==> src/rtl/fb_scan_pkg.sv <==
// Shared types for the frame buffer scan address generator.
// Assumes: nothing beyond the standard language.
package fb_scan_pkg;

    // What the halfword counter does in the current cycle.
    typedef enum logic [1:0] {
        STEP_HOLD   = 2'd0,   // no fetch, no restart
        STEP_PIXEL  = 2'd1,   // advance by one halfword
        STEP_SKIP   = 2'd2,   // last pixel of a line: advance by one plus skip
        STEP_RELOAD = 2'd3    // start of frame: load the base
    } step_e;

endpackage

==> src/rtl/fb_cfg_regs.sv <==
// Configuration capture for the scan address generator.
// Captures bank, base, end, page width and line skip when a start of frame
// is seen, and holds them for the rest of the frame.
// Assumes: sof_i is a single-cycle pulse in the clk domain.
module fb_cfg_regs #(
    parameter int BANK_W = 9,
    parameter int CNT_W  = 21,
    parameter int PW_W   = 11
) (
    input  logic              clk,
    input  logic              rst_n,
    input  logic              sof_i,
    input  logic [BANK_W-1:0] bank_i,
    input  logic [CNT_W-1:0]  base_i,
    input  logic [CNT_W-1:0]  end_i,
    input  logic [PW_W-1:0]   page_w_i,
    input  logic [PW_W-1:0]   line_skip_i,
    output logic [BANK_W-1:0] bank_q,
    output logic [CNT_W-1:0]  base_q,
    output logic [CNT_W-1:0]  end_q,
    output logic [PW_W-1:0]   page_w_q,
    output logic [PW_W-1:0]   skip_q
);

    // Capture the whole configuration at start of frame only.
    always_ff @(posedge clk) begin
        if (!rst_n) begin
            bank_q   <= '0;
            base_q   <= '0;
            end_q    <= '0;
            page_w_q <= '0;
            skip_q   <= '0;
        end else if (sof_i) begin
            bank_q   <= bank_i;
            base_q   <= base_i;
            end_q    <= end_i;
            page_w_q <= page_w_i;
            skip_q   <= line_skip_i;
        end
    end


    cfg_hold_chk: assert property (@(posedge clk) disable iff (!rst_n)
        !sof_i |=> $stable(bank_q) && $stable(base_q) && $stable(end_q)
                   && $stable(page_w_q) && $stable(skip_q));

endmodule

==> src/rtl/fb_line_pos.sv <==
// Line position tracker for the scan address generator.
// Counts the pixels fetched in the current line and classifies each cycle
// as hold, plain pixel step, end-of-line skip or frame restart.
// Assumes: page_w_q is at least 1 once a frame has been started.
module fb_line_pos
    import fb_scan_pkg::*;
#(
    parameter int PW_W = 11
) (
    input  logic            clk,
    input  logic            rst_n,
    input  logic            sof_i,
    input  logic            fetch_i,
    input  logic            wrap_i,
    input  logic [PW_W-1:0] page_w_q,
    output step_e           step_o
);

    localparam logic [PW_W-1:0] ONE = PW_W'(1);

    logic [PW_W-1:0] col_q;
    logic            line_last;

    assign line_last = (col_q == page_w_q - ONE);

    // Classify the current cycle; restart beats any fetch.
    always_comb begin
        if (sof_i)        step_o = STEP_RELOAD;
        else if (!fetch_i) step_o = STEP_HOLD;
        else if (line_last) step_o = STEP_SKIP;
        else              step_o = STEP_PIXEL;
    end

    // Track the pixel index inside the current visible line.
    always_ff @(posedge clk) begin
        if (!rst_n) begin
            col_q <= '0;
        end else if (sof_i || wrap_i) begin
            col_q <= '0;
        end else if (fetch_i) begin
            col_q <= line_last ? '0 : col_q + ONE;
        end
    end


    col_range_chk: assert property (@(posedge clk) disable iff (!rst_n)
        (page_w_q != '0) |-> (col_q < page_w_q));


    sof_prio_chk: assert property (@(posedge clk) disable iff (!rst_n)
        sof_i |=> (col_q == '0));

endmodule

==> src/rtl/fb_addr_ctr.sv <==
// Halfword address counter for the scan address generator.
// Steps once per pixel, adds the line skip at each line end, reloads the
// base at the programmed end value and flags end of frame for one cycle.
// Assumes: the counter wraps within CNT_W bits; callers keep the buffer in
// one bank so no carry into the bank bits is needed.
module fb_addr_ctr
    import fb_scan_pkg::*;
#(
    parameter int CNT_W = 21,
    parameter int PW_W  = 11
) (
    input  logic             clk,
    input  logic             rst_n,
    input  step_e            step_i,
    input  logic [CNT_W-1:0] base_i,
    input  logic [CNT_W-1:0] base_q,
    input  logic [CNT_W-1:0] end_q,
    input  logic [PW_W-1:0]  skip_q,
    output logic             wrap_o,
    output logic [CNT_W-1:0] cnt_o,
    output logic             eof_o
);

    localparam int PAD = CNT_W - PW_W;
    localparam logic [CNT_W-1:0] ONE = CNT_W'(1);

    logic [CNT_W-1:0] cnt_q;
    logic [CNT_W-1:0] nxt;
    logic [CNT_W-1:0] skip_ext;
    logic             eof_q;

    assign skip_ext = {{PAD{1'b0}}, skip_q};

    // Next counter value for a fetch, modulo 2^CNT_W.
    always_comb begin
        nxt = cnt_q + ONE;
        if (step_i == STEP_SKIP) nxt = cnt_q + ONE + skip_ext;
    end

    // A fetch that lands on the end value ends the frame.
    assign wrap_o = ((step_i == STEP_PIXEL) || (step_i == STEP_SKIP)) && (nxt == end_q);

    // Update the counter and the end-of-frame flag.
    always_ff @(posedge clk) begin
        if (!rst_n) begin
            cnt_q <= '0;
            eof_q <= 1'b0;
        end else begin
            eof_q <= wrap_o;
            case (step_i)
                STEP_RELOAD: cnt_q <= base_i;
                STEP_PIXEL,
                STEP_SKIP:   cnt_q <= wrap_o ? base_q : nxt;
                default:     cnt_q <= cnt_q;
            endcase
        end
    end

    assign cnt_o = cnt_q;
    assign eof_o = eof_q;


    sof_load_chk: assert property (@(posedge clk) disable iff (!rst_n)
        $past(rst_n) && $past(step_i == STEP_RELOAD) |-> (cnt_q == $past(base_i)) && !eof_q);


    hold_chk: assert property (@(posedge clk) disable iff (!rst_n)
        (step_i == STEP_HOLD) |=> $stable(cnt_q) && !eof_q);


    eof_base_chk: assert property (@(posedge clk) disable iff (!rst_n)
        eof_q |-> (cnt_q == base_q));

endmodule

==> src/rtl/fb_scan_addr_gen.sv <==
// Frame buffer scan address generator, top level.
// Emits the byte address {0, bank, halfword counter, 0} of each pixel fetch
// of a 16-bit-per-pixel frame and a one-cycle end-of-frame flag.
// Assumes: the frame lies inside one aligned bank, page width >= 1, and the
// end value is reachable from the base with the programmed geometry.
module fb_scan_addr_gen
    import fb_scan_pkg::*;
#(
    parameter int BANK_W = 9,
    parameter int CNT_W  = 21,
    parameter int PW_W   = 11,
    localparam int ADDR_W = BANK_W + CNT_W + 2
) (
    input  logic              clk,
    input  logic              rst_n,
    input  logic              sof_i,
    input  logic              fetch_i,
    input  logic [BANK_W-1:0] bank_i,
    input  logic [CNT_W-1:0]  base_i,
    input  logic [CNT_W-1:0]  end_i,
    input  logic [PW_W-1:0]   page_w_i,
    input  logic [PW_W-1:0]   line_skip_i,
    output logic [ADDR_W-1:0] addr_o,
    output logic              eof_o
);

    logic [BANK_W-1:0] bank_q;
    logic [CNT_W-1:0]  base_q;
    logic [CNT_W-1:0]  end_q;
    logic [PW_W-1:0]   page_w_q;
    logic [PW_W-1:0]   skip_q;
    logic [CNT_W-1:0]  cnt;
    logic              wrap;
    step_e             step;

    fb_cfg_regs #(.BANK_W(BANK_W), .CNT_W(CNT_W), .PW_W(PW_W)) u_cfg (
        .clk(clk), .rst_n(rst_n), .sof_i(sof_i),
        .bank_i(bank_i), .base_i(base_i), .end_i(end_i),
        .page_w_i(page_w_i), .line_skip_i(line_skip_i),
        .bank_q(bank_q), .base_q(base_q), .end_q(end_q),
        .page_w_q(page_w_q), .skip_q(skip_q)
    );

    fb_line_pos #(.PW_W(PW_W)) u_line (
        .clk(clk), .rst_n(rst_n), .sof_i(sof_i), .fetch_i(fetch_i),
        .wrap_i(wrap), .page_w_q(page_w_q), .step_o(step)
    );

    fb_addr_ctr #(.CNT_W(CNT_W), .PW_W(PW_W)) u_ctr (
        .clk(clk), .rst_n(rst_n), .step_i(step),
        .base_i(base_i), .base_q(base_q), .end_q(end_q), .skip_q(skip_q),
        .wrap_o(wrap), .cnt_o(cnt), .eof_o(eof_o)
    );

    // Compose the halfword-aligned byte address.
    assign addr_o = {1'b0, bank_q, cnt, 1'b0};


    always_comb begin
        align_chk: assert (addr_o[0] == 1'b0 && addr_o[ADDR_W-1] == 1'b0);
    end


    bank_fixed_chk: assert property (@(posedge clk) disable iff (!rst_n)
        !sof_i |=> (addr_o[ADDR_W-2 -: BANK_W] == $past(addr_o[ADDR_W-2 -: BANK_W])));

endmodule

==> config.mk <==
export PLATFORM = sky130hd
export DESIGN_NAME = fb_scan_addr_gen
export DESIGN_NICKNAME = d
export VERILOG_FILES = /design/src/rtl/fb_scan_pkg.sv /design/src/rtl/fb_cfg_regs.sv /design/src/rtl/fb_line_pos.sv /design/src/rtl/fb_addr_ctr.sv /design/src/rtl/fb_scan_addr_gen.sv
export SDC_FILE = /design/constraint.sdc
export NUM_CORES = 1
export LEC_CHECK = 0
export BUFFER_PORTS_ARGS = -buffer_cell sky130_fd_sc_hd__buf_4
export CAP_MARGIN = 10
export CORE_ASPECT_RATIO = 1.5
export CORE_UTILIZATION = 62
export DETAILED_ROUTE_END_ITERATION = 8
export PLACE_DENSITY = 0.87
export SLEW_MARGIN = 10
export SYNTH_ARGS = -nofsm -noshare
export SYNTH_HDL_FRONTEND = slang
export SYNTH_SLANG_ARGS = --single-unit
==> constraint.sdc <==
create_clock -name clk -period 7.7 [get_ports clk]
set_input_delay 0.385 -clock clk [delete_from_list [all_inputs] [get_ports clk]]
set_output_delay 0.385 -clock clk [all_outputs]
set_load 0.05 [all_outputs]
==> results of run 1 <==
## cells in the mapped netlist (all sizes together), types with 5 or more instances
| master | n | area [um^2] |
|---|---|---|
| a211oi | 5 | 37.5 |
| a21o | 6 | 45.0 |
| a21oi | 23 | 115 |
| a22o | 5 | 43.8 |
| a22oi | 18 | 135 |
| and3 | 9 | 56.3 |
| and4 | 6 | 52.6 |
| buf | 23 | 125 |
| clkbuf | 26 | 97.6 |
| dfxtp | 106 | 2120 |
| ha | 14 | 175 |
| inv | 18 | 67.6 |
| mux2i | 75 | 751 |
| nand2 | 39 | 146 |
| nand2b | 6 | 37.5 |
| nand3 | 36 | 180 |
| nand4 | 25 | 169 |
| nor2 | 114 | 430 |
| nor2b | 5 | 31.3 |
| nor3 | 12 | 70.1 |
| nor4 | 13 | 87.6 |
| nor4b | 6 | 88.8 |
| o211ai | 10 | 75.1 |
| o21ai | 23 | 115 |
| o221ai | 8 | 70.1 |
| o311ai | 6 | 52.6 |
| or3 | 12 | 75.1 |
| xnor2 | 32 | 280 |
| xor2 | 32 | 280 |
## per-stage QoR
step | power, W | cells
2_1_floorplan | 0.000822 | 788
3_3_place_gp | 0.000920 | 996
3_5_place_dp | 0.000929 | 996
4_1_cts | 0.00138 | 1012
5_1_grt | 0.00143 | 1012
6_report | 0.00138 | 1012
## final timing paths
kind              startpoint         endpoint  depth (start not counted)
min                end_i[15]  u_cfg.end_q[15]                          3
max reg2reg   u_ctr.cnt_o[0]   u_ctr.cnt_o[5]                         18
max           u_ctr.cnt_o[0]   u_ctr.cnt_o[5]                         18
min reg2reg  u_cfg.bank_q[3]  u_cfg.bank_q[3]                          2
## cells in the final DEF, fill, tap and decap left out, types with 4 or more instances in the layout
master,netlist,final
nand4_1,23,23
clkbuf_16,0,9
xnor2_1,32,32
a22o_1,5,5
ha_1,14,14
and4_1,6,6
buf_4,6,113
a311o_1,4,4
a22oi_1,18,18
a21oi_1,23,23
inv_1,18,17
nor3_1,10,10
nand2_1,39,39
nand3_1,36,36
or3_1,12,12
nor2_1,113,113
dfxtp_1,106,106
nor4_1,12,12
nand2b_1,6,6
a21o_1,6,6
and2_1,4,4
a2111oi_0,4,4
a211oi_1,5,5
o221ai_1,8,8
o21a_1,4,4
xor2_1,32,32
o211ai_1,10,10
o21ai_0,22,22
o311ai_0,6,6
and3_1,9,9
mux2i_1,75,75
nor2b_1,5,5
## cell families (layout without fill, tap and decap cells)
family	Yosys count	count (layout)	share of synthesized area, %
and+or+nand+nor	303	303	23.6
AOI/OAI and AO/OA	152	152	16.6
DFF	106	106	31.7
muxes	76	76	11.4
xor gates and xnor gates	67	67	9.38
buffers and inverters	67	147	4.33
adders and majority gates	15	15	2.91
other	1	2	0.0560
## state kept, by name (all words and copies together) (netlist names)
register and flops:
u_cfg.bank_q 9, u_line.col_q 11, u_cfg.page_w_q 11, u_cfg.base_q 21, u_cfg.skip_q 11, u_ctr.eof_o 1, u_cfg.end_q 21, u_ctr.cnt_o 21
## worst min-delay path: stages
cell     delay (ps)
buf_4            70
mux2i_1          50
nor2_1           70
## where the power goes
| group | switching, W | internal, W |
|---|---|---|
| Sequential | 0.0000374 | 0.000578 |
| Combinational | 0.000181 | 0.000128 |
| Clock | 0.000231 | 0.000229 |
| Total | 0.000449 | 0.000935 |
## metal layers
metal	up-vias	part of all wire, %	routed length [um]	track usage, %
li1	3063	-	-	-
met1	3124	37	7810	41.0
met2	298	51	10700	65.2
met3	88	5.5	1150	5.54
met4	0	6.8	1440	26.9
met5	-	0	0	0
## final cells by class
cell class,count,area share (%)
Multi-Input combinational cell,615,55.0
Inverter,18,0.866
Clock inverter,7,0.914
Timing Repair Buffer,113,10.9
Sequential cell,106,27.2
Tap cell,144,2.31
Clock buffer,9,2.89
==> metrics.txt, run 1 <==
Final Slew Violations 0; critical path cell sequence ha_1, nand3_1, nor2_1, xnor2_1, inv_1, ha_1, or3_1, a21oi_1, nor3b_1, nand2_1, nor4_2, nand2_1, o41a_1, nor4_1, and4b_1, buf_4, nor3_1, a311o_1; slowest stage delay, CP 530 ps; post-placement cell area 7510 um^2; count of antenna-violating nets left after detailed routing 0; GRT Residual Overflow 0; Final Hold Slack 255 ps; area of the multi-input gates 4290 um^2; failing checks DRC; yosys warns 0; via count of the first global-routing pass 6,277; fraction of the yosys area taken by sequential cells 31.7%; slowest stage cell, crit path dfxtp_1; Final Hold Fails 0; Clock Root Buffer clkbuf_16; Place WS 2150 ps; Buf+Inv Stages, Crit Path 2; VDD IR-drop max 0.109 mV; H-tree Lvls 3; number of instances in the synthesized netlist 787; number of antenna violations at the first check in global routing 0; area taken by flip-flops and latches 2120 um^2; Final Cell Area 7800 um^2; Starting Density 63.6%; die span in x 86.9 um; Post-Syn Area per Cell 8.51 um^2; TritonCTS sink count 106; synth-to-layout area growth 16.5%; kind of end point of the critical path flop; MaxCap Viol Count 0; Pre-antenna DRT Iters 9; result of the run finished, violations left; flip-flop and latch count after synthesis 106; share of layout cells above drive strength 1 16.8%; Routed wire per std cell 20.9 um; Port Buffers 107; utilization of the core after routing 74.1%; vertical extent of the die 129 um; Longest Clk Path Bufs 2; flop2flop setup slack 1970 ps; Top FF cell, synth dfxtp_1; P per Cell Area 177 nW/um^2; DRC violations left 1; pin count of the biggest net entering global routing 93; clock-pin slew of the registers on the worst-case setup and hold paths 80 ps; data required time of the worst path 7950 ps; Worst setup SP type flop; total track usage 37.4%; wire length of the first global-routing pass 32,200 um; final weighted congestion of routability-driven global placement 1.03; initial DRC count 518; clock tree from TritonCTS done; area of the mapped netlist 6700 um^2; number of setup violations in the final report 0; setup repair after global routing missed its margin false; class of the worst hold path in -> reg; CTS Hold Buffers Added 0; Inserted Diodes 0; top cell family by delay on the critical path simple AND/OR/NAND/NOR gates; Filler Cell Count 795; post-cts sizing count 0; clock insertion delay at the later pin of the skew report 360 ps; standard cell core area 10,500 um^2; start-to-end type of the worst setup path reg -> reg; number of buffers added for setup after CTS 0; Critical Path Fanout Max 40; Final Routed Wirelength 21,100 um; number of standard-cell rows in the floorplan 46; worst relative slew slack 25.9%; number of enable-type register cells in the synthesized netlist 0; fraction of synthesis flops using an asynchronous set or reset pin 0%; measured slew at the worst slew-check pin 1100 ps; TritonCTS Buffers 9; via count 6,573; crit path time final 5730 ps; fin worst setup slack 1970 ps; detailed placer's ending HPWL 15,900 um; peak clock frequency supported by timing 174 MHz; Top Ports 110; worst clock skew on the final layout 8.85 ps; overall die area 11,200 um^2; routed via count divided by cell count 6.50; Fin Setup TNS 0 ps; post-route fraction of the period consumed by the critical path 74.5%; Leak 3.32 nW; Net count, final 955; CP Data Arrival Time 5990 ps; Distinct cells, synth 80
(Power assumes the default switching activity.)
==> run 2: changes to the inputs <==
CORE_UTILIZATION = 52   (was 62)
PLACE_DENSITY = 0.77   (was 0.87)
clock period = 5.25 ns   (was 7.7 ns; I/O delays follow)
==> run 2 against run 1 <==
  * Cell count rose by 3.0%
  * Critical path depth increased by 1
  * Register-to-register slack got worse by 1800 ps
  * Highest routed layer unchanged
  * Design area up 2.4%
  * First-iteration DRC count shrank 32%
  * Utilization decreased by 10 points
  * Largest power group unchanged
  * The flow now finishes without violations
  * Wire length grew 2.1%
==> metrics.txt, run 2 (synthesis gave the netlist of run 1 again) <==
standard cell core area 12,500 um^2 (+19%); Starting Density 53.5% (-10 points); most common library cell in the layout ignoring fill and taps buf_4; Filler Cell Count 1,113 (+40%); placed cell count 1,027 (+3.1%); utilization of the core after routing 63.9% (-10 points); overall die area 13,300 um^2 (+19%); Clock Root Buffer clkbuf_16; Worst setup SP type flop; number of standard-cell rows in the floorplan 50 (+8.7%); count of antenna-violating nets left after detailed routing 0 (unchanged); H-tree Lvls 3 (unchanged); via count of the first global-routing pass 6,379 (+1.6%); synth-to-layout area growth 19.4%; GRT Residual Overflow 0 (unchanged); share of layout cells above drive strength 1 19.0% (+2.1 points); Inserted Diodes 0 (unchanged); area of the multi-input gates 4320 um^2 (+0.64%); measured slew at the worst slew-check pin 1050 ps (-53.1 ps); via count 6,500 (-1.1%); commonest non-fill, non-tap cells in the layout buf_4, nor2_1, dfxtp_1, mux2i_1, nand2_1; start-to-end type of the worst setup path reg -> reg; Pre-antenna DRT Iters 5 (-4); part of the total power dissipated in the clock network 33.0% (-0.3 points); data required time of the worst path 5520 ps (-2430 ps); result of the run completed; detailed placer's ending HPWL 16,800 um (+5.4%); Top Ports 110 (unchanged); cell internal power dissipation 0.00137 W (+47%); Longest Clk Path Bufs 2 (unchanged); CP Data Arrival Time 5320 ps (-670 ps); clock insertion delay at the later pin of the skew report 360 ps (about the same); worst clock skew on the final layout 11.5 ps (+2.66 ps); MaxCap Viol Count 0 (unchanged); post-route fraction of the period consumed by the critical path 96.2% (+22 points); DRC violations left 0 (-1); Net count, final 974 (+2.0%); initial DRC count 352 (-32%); clock tree from TritonCTS done; Critical Path Fanout Max 15 (-63%); sw power 0.000654 W (+46%); wire length of the first global-routing pass 33,500 um (+4.0%); peak clock frequency supported by timing 198 MHz (+14%); Final Routed Wirelength 21,500 um (+2.1%); P per Cell Area 253 nW/um^2 (+43%); switching share of power 32.3% (-0.17 points); crit path time final 5050 ps (-684 ps); vertical extent of the die 141 um (+9.0%); number of antenna violations at the first check in global routing 0 (unchanged); Leak 3.43 nW (+3.3%); number of buffers added for setup after CTS 0 (unchanged); total track usage 33.1% (-4.4 points); Fin Setup TNS 0 ps (unchanged); pin count of the biggest net entering global routing 59 (-37%); Routed wire per std cell 20.7 um (-0.88%); Port Buffers 107 (unchanged); VDD IR-drop max 0.239 mV (+120%); Final Hold Fails 0 (unchanged); sequential cell fraction of total power 44.5% (about the same); routed via count divided by cell count 6.24 (-4.0%); final weighted congestion of routability-driven global placement 0.987 (-4.1%); number of standard cells in the final layout excluding fillers 1,042 (+3.0%); TritonCTS Buffers 9 (unchanged); area taken by flip-flops and latches 2120 um^2 (about the same); Place WS -17.0 ps (-2170 ps); Comb pwr share 22.5% (+0.2 points); die span in x 94.7 um (+9.0%); Final Slew Violations 0 (unchanged); total chip power 0.00203 W (+46%); kind of end point of the critical path flop; CTS Hold Buffers Added 0 (unchanged); fin worst setup slack 201 ps (-1770 ps); worst relative slew slack 29.4% (+3.6 points); TritonCTS sink count 106 (unchanged); number of setup violations in the final report 0 (unchanged); class of the worst hold path in -> reg; flop2flop setup slack 200 ps (-1770 ps); clock-pin slew of the registers on the worst-case setup and hold paths 80 ps (about the same)
[run 2: cell count changes in the layout (fill, tap and decap cells not counted), sizes merged]
| cell | before | now |
|---|---|---|
| clkinv | 1 | 3 |
| clkinvlp | 2 | 0 |
| inv | 22 | 21 |
| buf | 113 | 132 |
[run 2: worst max-delay path: stages (launching register included)]
cell and delay (ps):
dfxtp_1 460, ha_1 290, and3_1 260, nand4_1 130
xor2_1 320, inv_1 80, ha_1 340, o21a_1 170
a21oi_1 100, nor3b_2 370, nand2_1 250, o41a_1 450
o21ai_0 70, o41a_1 250, nor4_1 80, and4b_1 210
buf_12 150, buf_4 180, or4b_2 660, o211ai_1 110
[run 2: final cells by class]
class | instances | area share, %
Clock buffer | 9 | 2.82
Clock inverter | 6 | 0.783
Inverter | 18 | 0.845
Multi-Input combinational cell | 615 | 54.0
Sequential cell | 106 | 26.6
Tap cell | 156 | 2.44
Timing Repair Buffer | 132 | 12.6
[run 2: power groups by stage]
stage	clock [W]	sequential (W)	combinational, W
floorplan	0	0.000947	0.000260
global route	0.000710	0.000907	0.000491
detailed placement	0	0.000919	0.000450
global placement	0	0.000917	0.000442
finish	0.000668	0.000901	0.000457
CTS	0.000678	0.000901	0.000452
[run 2: worst paths after layout]
check | from | endpoint | cells past startpoint
max | u_ctr.cnt_o[1] | u_ctr.cnt_o[14] | 19
min | line_skip_i[10] | u_cfg.skip_q[10] | 3
max reg2reg | u_ctr.cnt_o[1] | u_ctr.cnt_o[14] | 19
min reg2reg | u_cfg.bank_q[0] | u_cfg.bank_q[0] | 2
[run 2: routing by layer]
layer  global-route usage [%]  vias to the layer above  wire length [um]
li1                         -                     3092                 -
met1                     37.1                     3099              8170
met2                     58.0                      236             11200
met3                     4.42                       73               931
met4                     19.9                        0              1250
met5                        0                        -                 0
[run 2: metrics by stage]
stage / cell area (um^2) / hold WS (ps)
after floorplan: 6700 / 387
after global placement: 7680 / 474
after detailed placement: 7680 / 482
after CTS: 7970 / 133
after global routing: 7990 / 143
final: 7990 / 136
[run 2: timing repair]
action	in CTS	in global routing
setup endpoints to repair	25	32
gates resized for setup	1	7
pin swaps	0	1
==> run 3: changes to the inputs <==
==> constraint.sdc (replaced) <==
create_clock -name clk -period 5.25 [get_ports clk]
set_input_delay 0.525 -clock clk [delete_from_list [all_inputs] [get_ports clk]]
set_output_delay 0.525 -clock clk [all_outputs]
set_load 0.05 [all_outputs]
==> run 3 against run 2 <==
  * Cell count is essentially flat
  * Design area grew 0.14%
  * Power grew 0.28%
  * Critical path depth grew 2
  * Sequential power is essentially flat
  * Combinational power is essentially flat
  * Die area is the same
  * Fmax grew 0.64%
==> metrics.txt, run 3 (synthesis gave the netlist of run 1 again) <==
kind of end point of the critical path flop; synth-to-layout area growth 19.5%; most prevalent standard cell on the critical path buf_4; number of buffers added for setup after CTS 0 (unchanged); Inserted Diodes 0 (unchanged); TritonCTS sink count 106 (unchanged); Buf+Inv Stages, Crit Path 5 (+2); via count 6,549 (+0.75%); Longest Clk Path Bufs 2 (unchanged); post-placement cell area 7680 um^2 (about the same); clock tree from TritonCTS done; Final Routed Wirelength 21,900 um (+1.5%); worst relative slew slack 27.4% (-2.0 points); wire length of the first global-routing pass 33,800 um (+0.91%); commonest non-fill, non-tap cells in the layout buf_4, nor2_1, dfxtp_1, mux2i_1, nand2_1; via count of the first global-routing pass 6,474 (+1.5%); Final Hold Fails 0 (unchanged); clock-pin slew of the registers on the worst-case setup and hold paths 80 ps (about the same); pin count of the biggest net entering global routing 59 (unchanged); TritonCTS Buffers 9 (unchanged); Critical Path Fanout Max 15 (unchanged); initial DRC count 436 (+24%); VDD IR-drop max 0.150 mV (-37%); area taken by flip-flops and latches 2120 um^2 (unchanged); total track usage 33.3% (+0.26 points); P per Cell Area 254 nW/um^2 (+0.14%); post-route fraction of the period consumed by the critical path 95.6% (-0.61 points); crit path time final 5020 ps (-31.9 ps); Filler Cell Count 1,127 (+1.3%); setup repair after global routing missed its margin false; H-tree Lvls 3 (unchanged); result of the run completed; Pre-antenna DRT Iters 6 (+1); routed via count divided by cell count 6.28 (+0.66%); Starting Density 53.5% (unchanged); measured slew at the worst slew-check pin 1080 ps (+30.3 ps); detailed placer's ending HPWL 16,900 um (+0.91%); number of setup violations in the final report 0 (unchanged); class of the worst hold path in -> reg; number of standard-cell rows in the floorplan 50 (unchanged); placed cell count 1,028 (+0.097%); data required time of the worst path 5520 ps (about the same); GRT Residual Overflow 0 (unchanged); DRC violations left 0 (unchanged); top cell family by delay on the critical path simple AND/OR/NAND/NOR gates; count of antenna-violating nets left after detailed routing 0 (unchanged); critical path cell sequence ha_1, and3_1, nand3_1, xor2_2, inv_1, ha_1, o21a_1, o21ai_0, o21ai_1, buf_4, nand4_1, nor4_1, buf_4, xnor3_1, a211oi_1, and4_1, and4b_1, buf_12, buf_4, or4b_2, o211ai_1; worst clock skew on the final layout 9.79 ps (-1.72 ps); Final Slew Violations 0 (unchanged); standard cell core area 12,500 um^2 (unchanged); number of antenna violations at the first check in global routing 0 (unchanged); Leak 3.43 nW (+0.21%); Worst setup SP type flop; most common library cell in the layout ignoring fill and taps buf_4; slowest stage cell, crit path or4b_2; share of layout cells above drive strength 1 19.2% (+0.20 points); number of standard cells in the final layout excluding fillers 1,043 (+0.096%); Net count, final 975 (+0.10%); Clock Root Buffer clkbuf_16; final weighted congestion of routability-driven global placement 1.01 (+2.3%); Final Cell Area 8010 um^2 (+0.14%); vertical extent of the die 141 um (unchanged); die span in x 94.7 um (unchanged); CP Data Arrival Time 5290 ps (-30 ps); peak clock frequency supported by timing 199 MHz (+0.64%); area of the multi-input gates 4320 um^2 (about the same); Port Buffers 107 (unchanged); clock insertion delay at the later pin of the skew report 360 ps (about the same); start-to-end type of the worst setup path reg -> reg; slowest stage delay, CP 670 ps (about the same); Top Ports 110 (unchanged); MaxCap Viol Count 0 (unchanged); Routed wire per std cell 21.0 um (+1.4%); overall die area 13,300 um^2 (unchanged)
==> run 3: cell count changes in the layout (fill, tap and decap cells not counted), sizes merged <==
cell  change
buf       +1
==> run 3: report_power, final <==
| part | leakage (nW) | total, W | internal (W) | switching, W |
|---|---|---|---|---|
| registers | 0.873 | 0.000902 | 0.000848 | 0.0000543 |
| clock network | 0.141 | 0.000671 | 0.000332 | 0.000339 |
| logic | 2.42 | 0.000459 | 0.000193 | 0.000266 |
| total | 3.43 | 0.00203 | 0.00137 | 0.000659 |
==> run 3: final cells by class <==
cell class | count | share of cell area [%]
Tap cell | 156 | 2.44
Multi-Input combinational cell | 615 | 54.0
Timing Repair Buffer | 133 | 12.6
Sequential cell | 106 | 26.5
Clock buffer | 9 | 2.81
Inverter | 18 | 0.844
Clock inverter | 6 | 0.781
==> run 3: per-layer routing <==
| layer | routed length [um] | track usage (%) | up-vias |
|---|---|---|---|
| met5 | 0 | 0 | - |
| met4 | 1180 | 19.3 | 0 |
| met3 | 809 | 3.34 | 70 |
| met2 | 11400 | 59.7 | 242 |
| met1 | 8490 | 37.3 | 3158 |
| li1 | - | - | 3079 |
==> run 3: path summary, 6_finish.rpt <==
path / start / end / slack [ps] / cells after the start
setup / recovery: u_ctr.cnt_o[1] / u_ctr.cnt_o[14] / 230 / 21
setup reg to reg: u_ctr.cnt_o[1] / u_ctr.cnt_o[14] / 230 / 21
hold / removal: line_skip_i[9] / u_cfg.skip_q[9] / 400 / 3
hold reg to reg: u_cfg.base_q[9] / u_cfg.base_q[9] / 510 / 2
==> run 3: tightest hold or removal path, cell delays in order <==
cell	delay, ps
buf_4	80
mux2i_1	50
nor2_1	70
==> run 3: per-stage QoR <==
stage | power, W | util, % | setup slack (ps) | hold WS, ps | TNS, ps
2_1_floorplan | 0.00121 | - | 490 | 453 | 0
3_3_place_gp | 0.00136 | 61.4 | 63.8 | 474 | 0
3_5_place_dp | 0.00137 | 61.4 | -39.8 | 484 | -87.5
4_1_cts | 0.00203 | 63.8 | 30.0 | 401 | 0
5_1_grt | 0.00210 | 64.0 | 13.4 | 402 | 0
6_report | 0.00203 | 64.0 | 233 | 401 | 0
==> run 3: repair_timing <==
item | 4_1_cts | 5_1_grt
endpoints found under the setup margin | 17 | 32
resized for setup | 1 | 7
hold buffers | 0 | 0
pin swaps | 0 | 2
